File: src/rtl/cfg_pkg.sv
package cfg_pkg;
   // DWORD indices that have a fixed meaning
   localparam int DW_ID      = 0;
   localparam int DW_CMDSTS  = 1;
   localparam int DW_CLASS   = 2;
   localparam int DW_HDR     = 3;
   localparam int DW_SUBSYS  = 11;
   localparam int DW_CAPPTR  = 13;
   localparam int DW_USER    = 16;
   localparam int DW_TOTAL   = 64;
   localparam int DW_MAXUSER = DW_TOTAL - DW_USER;

   // command bits with a function
   localparam int CMD_IO     = 0;
   localparam int CMD_MEM    = 1;
   localparam int CMD_MASTER = 2;
   localparam int CMD_PERR   = 6;
   localparam int CMD_SERR   = 8;
   localparam logic [15:0] CMD_WMASK = 16'h0147;

   // event status bits, in event-port order
   localparam int N_EVT = 6;
   localparam int STS_POS [N_EVT] = '{8, 11, 12, 13, 14, 15};
   localparam int STS_CAP  = 4;
   localparam int STS_66M  = 5;

   function automatic logic [31:0] lane_merge(input logic [31:0] old_v,
                                              input logic [31:0] new_v,
                                              input logic [3:0]  be);
      logic [31:0] r;
      for (int l = 0; l < 4; l++)
         r[l*8 +: 8] = be[l] ? new_v[l*8 +: 8] : old_v[l*8 +: 8];
      return r;
   endfunction
endpackage

File: src/rtl/cfg_cmd_reg.sv
module cfg_cmd_reg
   import cfg_pkg::*;
(
   input  logic        clk,
   input  logic        rst_n,
   input  logic        wr,
   input  logic [1:0]  be,
   input  logic [15:0] wdata,
   output logic [15:0] cmd
);
   logic [15:0] cmd_q;

   for (genvar l = 0; l < 2; l++) begin : g_lane
      always_ff @(posedge clk or negedge rst_n) begin
         if (!rst_n)
            cmd_q[l*8 +: 8] <= '0;
         else if (wr && be[l])
            cmd_q[l*8 +: 8] <= wdata[l*8 +: 8] & CMD_WMASK[l*8 +: 8];
      end
   end

   assign cmd = cmd_q;


   cmd_lane0_hold_chk: assert property (@(posedge clk) disable iff (!rst_n)
      (!(wr && be[0])) |=> $stable(cmd[7:0]));

   cmd_lane1_hold_chk: assert property (@(posedge clk) disable iff (!rst_n)
      (!(wr && be[1])) |=> $stable(cmd[15:8]));

   cmd_io_load_chk: assert property (@(posedge clk) disable iff (!rst_n)
      (wr && be[0]) |=> (cmd[CMD_IO] == $past(wdata[CMD_IO])));
endmodule

File: src/rtl/cfg_status_reg.sv
module cfg_status_reg
   import cfg_pkg::*;
(
   input  logic             clk,
   input  logic             rst_n,
   input  logic [N_EVT-1:0] evt,
   input  logic [N_EVT-1:0] clr,
   output logic [15:0]      sts
);
   logic [N_EVT-1:0] hit_q;

   for (genvar i = 0; i < N_EVT; i++) begin : g_evt
      always_ff @(posedge clk or negedge rst_n) begin
         if (!rst_n)
            hit_q[i] <= 1'b0;
         else
            hit_q[i] <= (hit_q[i] & ~clr[i]) | evt[i];
      end


      evt_wins_chk: assert property (@(posedge clk) disable iff (!rst_n)
         evt[i] |=> hit_q[i]);

      w1c_keep_chk: assert property (@(posedge clk) disable iff (!rst_n)
         (hit_q[i] && !clr[i]) |=> hit_q[i]);

      w1c_clear_chk: assert property (@(posedge clk) disable iff (!rst_n)
         (clr[i] && !evt[i]) |=> !hit_q[i]);
   end

   always_comb begin
      sts = '0;
      for (int i = 0; i < N_EVT; i++)
         sts[STS_POS[i]] = hit_q[i];
   end
endmodule

File: src/rtl/cfg_user_ram.sv
module cfg_user_ram
   import cfg_pkg::*;
#(
   parameter int DWORDS = 16
)(
   input  logic        clk,
   input  logic        rst_n,
   input  logic        wr,
   input  logic [5:0]  off,
   input  logic [3:0]  be,
   input  logic [31:0] wdata,
   output logic [31:0] rdata
);
   logic [31:0] mem [DWORDS];

   for (genvar d = 0; d < DWORDS; d++) begin : g_word
      always_ff @(posedge clk or negedge rst_n) begin
         if (!rst_n)
            mem[d] <= '0;
         else if (wr && off == 6'(d))
            mem[d] <= lane_merge(mem[d], wdata, be);
      end
   end

   always_comb begin
      rdata = '0;
      for (int d = 0; d < DWORDS; d++)
         if (off == 6'(d)) rdata = mem[d];
   end
endmodule

File: src/rtl/cfg_space_regs.sv
module cfg_space_regs
   import cfg_pkg::*;
#(
   parameter logic [15:0] VENDOR_ID     = 16'h1B2C,
   parameter logic [15:0] DEVICE_ID     = 16'h4D01,
   parameter logic [7:0]  REVISION      = 8'h03,
   parameter logic [23:0] CLASS_CODE    = 24'h058000,
   parameter logic [15:0] SUBSYS_VENDOR = 16'h1B2C,
   parameter logic [15:0] SUBSYS_ID     = 16'h0A11,
   parameter bit          MULTI_FUNC    = 1'b1,
   parameter logic [6:0]  HDR_LAYOUT    = 7'h00,
   parameter bit          HAS_CAP       = 1'b1,
   parameter logic [7:0]  CAP_PTR       = 8'h40,
   parameter bit          CAP_66MHZ     = 1'b1,
   parameter int          USER_DWORDS   = 16
)(
   input  logic        clk,
   input  logic        rst_n,
   input  logic        cfg_wr,
   input  logic        cfg_rd,
   input  logic [5:0]  cfg_addr,
   input  logic [3:0]  cfg_be,
   input  logic [31:0] cfg_wdata,
   output logic [31:0] cfg_rdata,
   output logic        cfg_rvalid,
   input  logic        ev_mstr_dpar,
   input  logic        ev_tabt_sent,
   input  logic        ev_tabt_rcvd,
   input  logic        ev_mabt_rcvd,
   input  logic        ev_serr_sent,
   input  logic        ev_par_det,
   output logic        en_io,
   output logic        en_mem,
   output logic        en_master,
   output logic        en_perr_resp,
   output logic        en_serr
);
   localparam logic [6:0]  USER_END = 7'(DW_USER + USER_DWORDS);
   localparam logic [31:0] ID_WORD  = {DEVICE_ID, VENDOR_ID};
   localparam logic [31:0] CLS_WORD = {CLASS_CODE, REVISION};
   localparam logic [31:0] SUB_WORD = {SUBSYS_ID, SUBSYS_VENDOR};
   localparam logic [31:0] HDR_WORD = {8'h00, MULTI_FUNC, HDR_LAYOUT, 16'h0000};
   localparam logic [31:0] CAP_WORD = HAS_CAP ? {24'h0, CAP_PTR} : 32'h0;

   // elaboration-time parameter checks
   if (USER_DWORDS < 0 || USER_DWORDS > DW_MAXUSER) begin : g_bad_user
      $error("USER_DWORDS must lie in 0..48");
   end
   if (HAS_CAP && (CAP_PTR < 8'h40 || CAP_PTR[1:0] != 2'b00)) begin : g_bad_cap
      $error("CAP_PTR must be DWORD aligned and point past the header");
   end

   // address decode
   logic sel_cmdsts, in_user;
   assign sel_cmdsts = (cfg_addr == 6'(DW_CMDSTS));
   assign in_user    = ({1'b0, cfg_addr} >= 7'(DW_USER)) && ({1'b0, cfg_addr} < USER_END);

   // command register
   logic [15:0] cmd;
   cfg_cmd_reg u_cmd (
      .clk   (clk),
      .rst_n (rst_n),
      .wr    (cfg_wr && sel_cmdsts),
      .be    (cfg_be[1:0]),
      .wdata (cfg_wdata[15:0]),
      .cmd   (cmd)
   );

   // event status bits
   logic [N_EVT-1:0] evt_vec, clr_vec;
   assign evt_vec = {ev_par_det, ev_serr_sent, ev_mabt_rcvd,
                     ev_tabt_rcvd, ev_tabt_sent, ev_mstr_dpar};
   for (genvar i = 0; i < N_EVT; i++) begin : g_clr
      assign clr_vec[i] = cfg_wr && sel_cmdsts && cfg_be[2 + STS_POS[i]/8]
                          && cfg_wdata[16 + STS_POS[i]];
   end

   logic [15:0] sts_evt, status;
   cfg_status_reg u_sts (
      .clk   (clk),
      .rst_n (rst_n),
      .evt   (evt_vec),
      .clr   (clr_vec),
      .sts   (sts_evt)
   );

   always_comb begin
      status          = sts_evt;
      status[STS_CAP] = HAS_CAP;
      status[STS_66M] = CAP_66MHZ;
   end

   // device-specific storage
   logic [31:0] user_rd;
   logic [5:0]  user_off;
   assign user_off = cfg_addr - 6'(DW_USER);
   if (USER_DWORDS > 0) begin : g_user
      cfg_user_ram #(.DWORDS(USER_DWORDS)) u_ram (
         .clk   (clk),
         .rst_n (rst_n),
         .wr    (cfg_wr && in_user),
         .off   (user_off),
         .be    (cfg_be),
         .wdata (cfg_wdata),
         .rdata (user_rd)
      );
   end else begin : g_nouser
      assign user_rd = '0;
   end

   // read mux and output register
   logic [31:0] rd_mux;
   always_comb begin
      unique case (cfg_addr)
         6'(DW_ID):     rd_mux = ID_WORD;
         6'(DW_CMDSTS): rd_mux = {status, cmd};
         6'(DW_CLASS):  rd_mux = CLS_WORD;
         6'(DW_HDR):    rd_mux = HDR_WORD;
         6'(DW_SUBSYS): rd_mux = SUB_WORD;
         6'(DW_CAPPTR): rd_mux = CAP_WORD;
         default:       rd_mux = in_user ? user_rd : 32'h0;
      endcase
   end

   always_ff @(posedge clk or negedge rst_n) begin
      if (!rst_n) begin
         cfg_rdata  <= '0;
         cfg_rvalid <= 1'b0;
      end else begin
         cfg_rvalid <= cfg_rd;
         if (cfg_rd) cfg_rdata <= rd_mux;
      end
   end

   assign en_io        = cmd[CMD_IO];
   assign en_mem       = cmd[CMD_MEM];
   assign en_master    = cmd[CMD_MASTER];
   assign en_perr_resp = cmd[CMD_PERR];
   assign en_serr      = cmd[CMD_SERR];


   rvalid_follow_chk: assert property (@(posedge clk) disable iff (!rst_n)
      cfg_rd |=> cfg_rvalid);

   rvalid_idle_chk: assert property (@(posedge clk) disable iff (!rst_n)
      !cfg_rd |=> !cfg_rvalid);

   id_word_ro_chk: assert property (@(posedge clk) disable iff (!rst_n)
      (cfg_rd && cfg_addr == 6'(DW_ID)) |=> (cfg_rdata == ID_WORD));

   hdr_word_chk: assert property (@(posedge clk) disable iff (!rst_n)
      (cfg_rd && cfg_addr == 6'(DW_HDR)) |=> (cfg_rdata[23] == MULTI_FUNC));

   ro_flags_chk: assert property (@(posedge clk) disable iff (!rst_n)
      (cfg_rd && sel_cmdsts) |=> (cfg_rdata[16+STS_CAP] == HAS_CAP
                                  && cfg_rdata[16+STS_66M] == CAP_66MHZ));
endmodule

File: config.mk
export PLATFORM = sky130hd
export DESIGN_NAME = cfg_space_regs
export DESIGN_NICKNAME = d
export VERILOG_FILES = /design/src/rtl/cfg_pkg.sv /design/src/rtl/cfg_cmd_reg.sv /design/src/rtl/cfg_status_reg.sv /design/src/rtl/cfg_user_ram.sv /design/src/rtl/cfg_space_regs.sv
export SDC_FILE = /design/constraint.sdc
export NUM_CORES = 1
export LEC_CHECK = 0
export ABC_AREA = 0
export BUFFER_PORTS_ARGS = -buffer_cell sky130_fd_sc_hd__buf_4
export CORE_ASPECT_RATIO = 0.8
export CORE_UTILIZATION = 56
export CTS_CLUSTER_DIAMETER = 120
export CTS_CLUSTER_SIZE = 12
export DETAILED_ROUTE_END_ITERATION = 10
export PLACE_DENSITY = 0.72
export SYNTH_ARGS = -nofsm -noshare
export SYNTH_HDL_FRONTEND = slang
export SYNTH_SLANG_ARGS = --single-unit
File: constraint.sdc
create_clock -name clk -period 1.6 [get_ports clk]
set_input_delay 0.16 -clock clk [delete_from_list [all_inputs] [get_ports clk]]
set_output_delay 0.16 -clock clk [all_outputs]
set_load 0.005 [all_outputs]
==> summary.md <==
| Metric | Value |
|---|---|
| Worst Hold Launch | cfg_be[0] |
| Syn_nets | roughly 2100 |
| Wire per inst | 28.4 um |
| Hold worst-path end | u_cmd.cmd[1] |
| Violated checks | negative setup slack |
| Worst Hold Class | in -> reg |
| Critical Path Start Type | flop |
| Starting density of the core | 57.4% |
| Worst EP arrival | 2370 ps |
| Crit path kind | reg -> reg |
| Final WS setup | -299 ps |
| Pwr/cell area | 933 nW/um2 |
| Final Setup Violations | 6 |
| EDFF count, synth | 0 |
| Final Core Density | 73.0% |
| Syn_area_per_cell | between 10 and 15 um2 |
| Dpl ws | -676 ps |
| Critical path's most frequent cell | a221oi_2 |
| First-pass GRT wire length | 131 mm |
| Final Hold Viols | 0 |
| Clk_lat worst skew | 610 ps |
| DR pass1 iterations | 5 |
| Layout cells sized above 1 | between 40 and 50% |
| Core area | 44900 um2 |
| Static Leakage | 15.4 nW |
| Commonest cells post-synth | dfrtp_1 (556), mux2_2 (526), o21ai_0 (102), a21oi_1 (91), nand2_1 (87) |
| Synth Register Bits | 556 |
| GRT Overall Usage | 37.4% |
| Max Slew Vio Count | 0 |
| Synth top area share | 54.0% |
| Synth area leaders | dfrtp_1 (54%), mux2_2 (23%), o21ai_0 (2.0%) |
| Peak supply drop | about 0.85 mV |
| R2R Path Start | g_user.u_ram.mem[443] |
| DR DRC count | 0 |
| CTS max path bufs | 3 |
| Layout area overhead | 27.1% |
| Die Area | 46900 um2 |
| Gate Count Post-Synth | between 2000 and 2500 |
| Final period util | 119% |
| Max Freq | 527 MHz |
| Top_reg_cell synth | dfrtp_1 |
| Outcome | finished, violations left |
| Synth Warn # | 0 |
| Post-route cell area | 32800 um2 |
| DIE WIDTH | 242 um |
| Max Cap Viol | 0 |
| Initial antenna violation count | 2 |
| Crit path cell chain | mux4_2 -> and2_4 -> a221oi_2 -> nand4_1 -> a221oi_2 -> o22ai_1 |
| Largest net degree at the start of global routing | just under 80 |
| Reg clk slew, reported paths | 60 ps |
| Routed via count | around 20000 |
| Dpl hpwl | slightly above 60 mm |
| # nets final | 2487 |
| Area post-placement | 30800 um2 |
| Port-buffer cells | 89 |
| Final min period | roughly 1900 ps |
| Die Ht | around 190 um |
| Setup TNS | -530 ps |
| Worst Hold Depth | 3 |
| Largest area contributor in the netlist | dfrtp_1 |
| Crit-path slowest cell | mux4_2 |
| Synth Cell Area | 25800 um2 |
| Clk_skew | 16.6 ps |
| Count leader, synth | dfrtp_1 |
| FP Rows | 69 |
| Critical Path End Type | flop |
| Initial DRC Count | 2064 |
| Crit-path leading delay family | compound AO/OA/AOI/OAI gates |
| CTS tree | done |
| Slew @ Worst Pin | between 600 and 700 ps |
| Crit-path max FO | 2 |
| Share of flip-flops with an asynchronous set or reset | 100% |
| H-tree levels | 2 |
| Buffers & Inverters on Critical Path | 0 |
| R2R setup slack | -300 ps |
| Via density | 6.60 |
| CTS root buf | clkbuf_16 |
| Clock Sinks | 556 |
| # IOs | 90 |
| Synth unique cells | just under 70 |
| Req. time, crit path | just over 2000 ps |
| Routed Antenna Nets | 0 |
| Fill count | 3028 |
| Gr ovfl total | 0 |
| Num CTS Buffers | 52 |
| Vias in the first global route | 20800 |
| Unrepaired setup endpoints after global routing | true |
| Wirelength, routed | 86.3 mm |
| Max transition margin | 58.6% |
| Worst Hold Slack | roughly 54 ps |
| Sequential fraction of the synthesis area | 54.0% |
| RR Endpoint | cfg_rdata[27] |
| Routability cong. | ~0.96 |
| Max incr delay on CP | 470 ps |
| Worst Reg-to-Reg Cells | 6 |
[worst min-delay path, stage by stage]
cell and delay [ps]:
buf_4 120, nand3_1 170, mux2_2 170
[final cells by class]
type                    instances  area [um2]  share of cell area (%)
clock buffers                  53        1330                    4.05
inverters                      12        45.0                   0.137
clock inverters                 1        8.76                  0.0267
multi-input cells            1320       11800                    36.1
well taps                     603         754                    2.30
flip-flops and latches        556       13900                    42.5
diodes                          1        2.50                 0.00764
repair buffers                493        4880                    14.9
[state kept, by name, indices dropped and copies added, names as in the netlist]
register and count:
g_user.u_ram.mem 512, u_sts.sts 6, cfg_rdata 32, cfg_rvalid 1
u_cmd.cmd 5
[per-stage QoR]
stage | total power [mW] | instances
6_report | 30.6 | 3039
5_1_grt | 31.5 | 3038
4_1_cts | 30.6 | 3036
3_5_place_dp | 19.7 | 2940
3_3_place_gp | 19.5 | 2940
2_1_floorplan | 17.8 | 2020
[worst max-delay path by stage]
stage	startpoint	to	slack (ps)	cells after the start
after floorplan	cfg_addr[2]	cfg_rdata[15]	-80	7
after global placement	cfg_addr[0]	cfg_rdata[22]	-700	8
after detailed placement	cfg_addr[0]	cfg_rdata[16]	-680	9
after CTS	g_user.u_ram.mem[411]	cfg_rdata[27]	-260	6
after global routing	g_user.u_ram.mem[443]	cfg_rdata[27]	-330	6
final	g_user.u_ram.mem[443]	cfg_rdata[27]	-300	6
[per-layer routing]
metal  global-route usage [%]  wire length [um]
met3                     9.02              8500
met5                        0                13
met2                     56.3             38800
met4                     15.2              3520
met1                     52.2             35500
[where the power goes]
part | internal [mW] | switching (mW)
Clock | 5.80 | 5.12
Sequential | 15.2 | 0.665
Combinational | 1.86 | 1.94
Total | 22.8 | 7.73
[logic make-up after synthesis]
family | share of synthesized area, %
compound gates | 10.5
mux | 26.6
simple gates | 6.33
flops | 54.0
buf+inv | 2.61
[cell usage in the layout (no fill, tap or decap), drive strengths merged, types with 4 or more instances in the layout]
master       count
nor3             8
nor2b            7
nand4            8
o2bb2ai          6
inv             12
o211ai          12
a221oi          21
clkbuf          53
a22o             7
a21o             7
dfrtp          556
o2111ai          6
a221o            5
nand2           93
a2bb2oi          4
and3             4
mux4            18
o221ai          16
mux2           534
a22oi           37
nand2b           5
o21ai          102
o22ai           31
a31oi           10
a211oi          14
nor2           139
a21oi           91
and2            10
dlygate4sd3     40
buf            453
mux2i           43
nand3           23
a222oi          15
[repair_timing]
item,in CTS,in global routing
buffers inserted,2,2
hold endpoints to repair,971,0
pin swaps,17,30
gates resized for setup,25,36
hold buffers,40,0
setup endpoints to repair,15,26
gates cloned,0,0
Power figures use the tool's default switching activity.
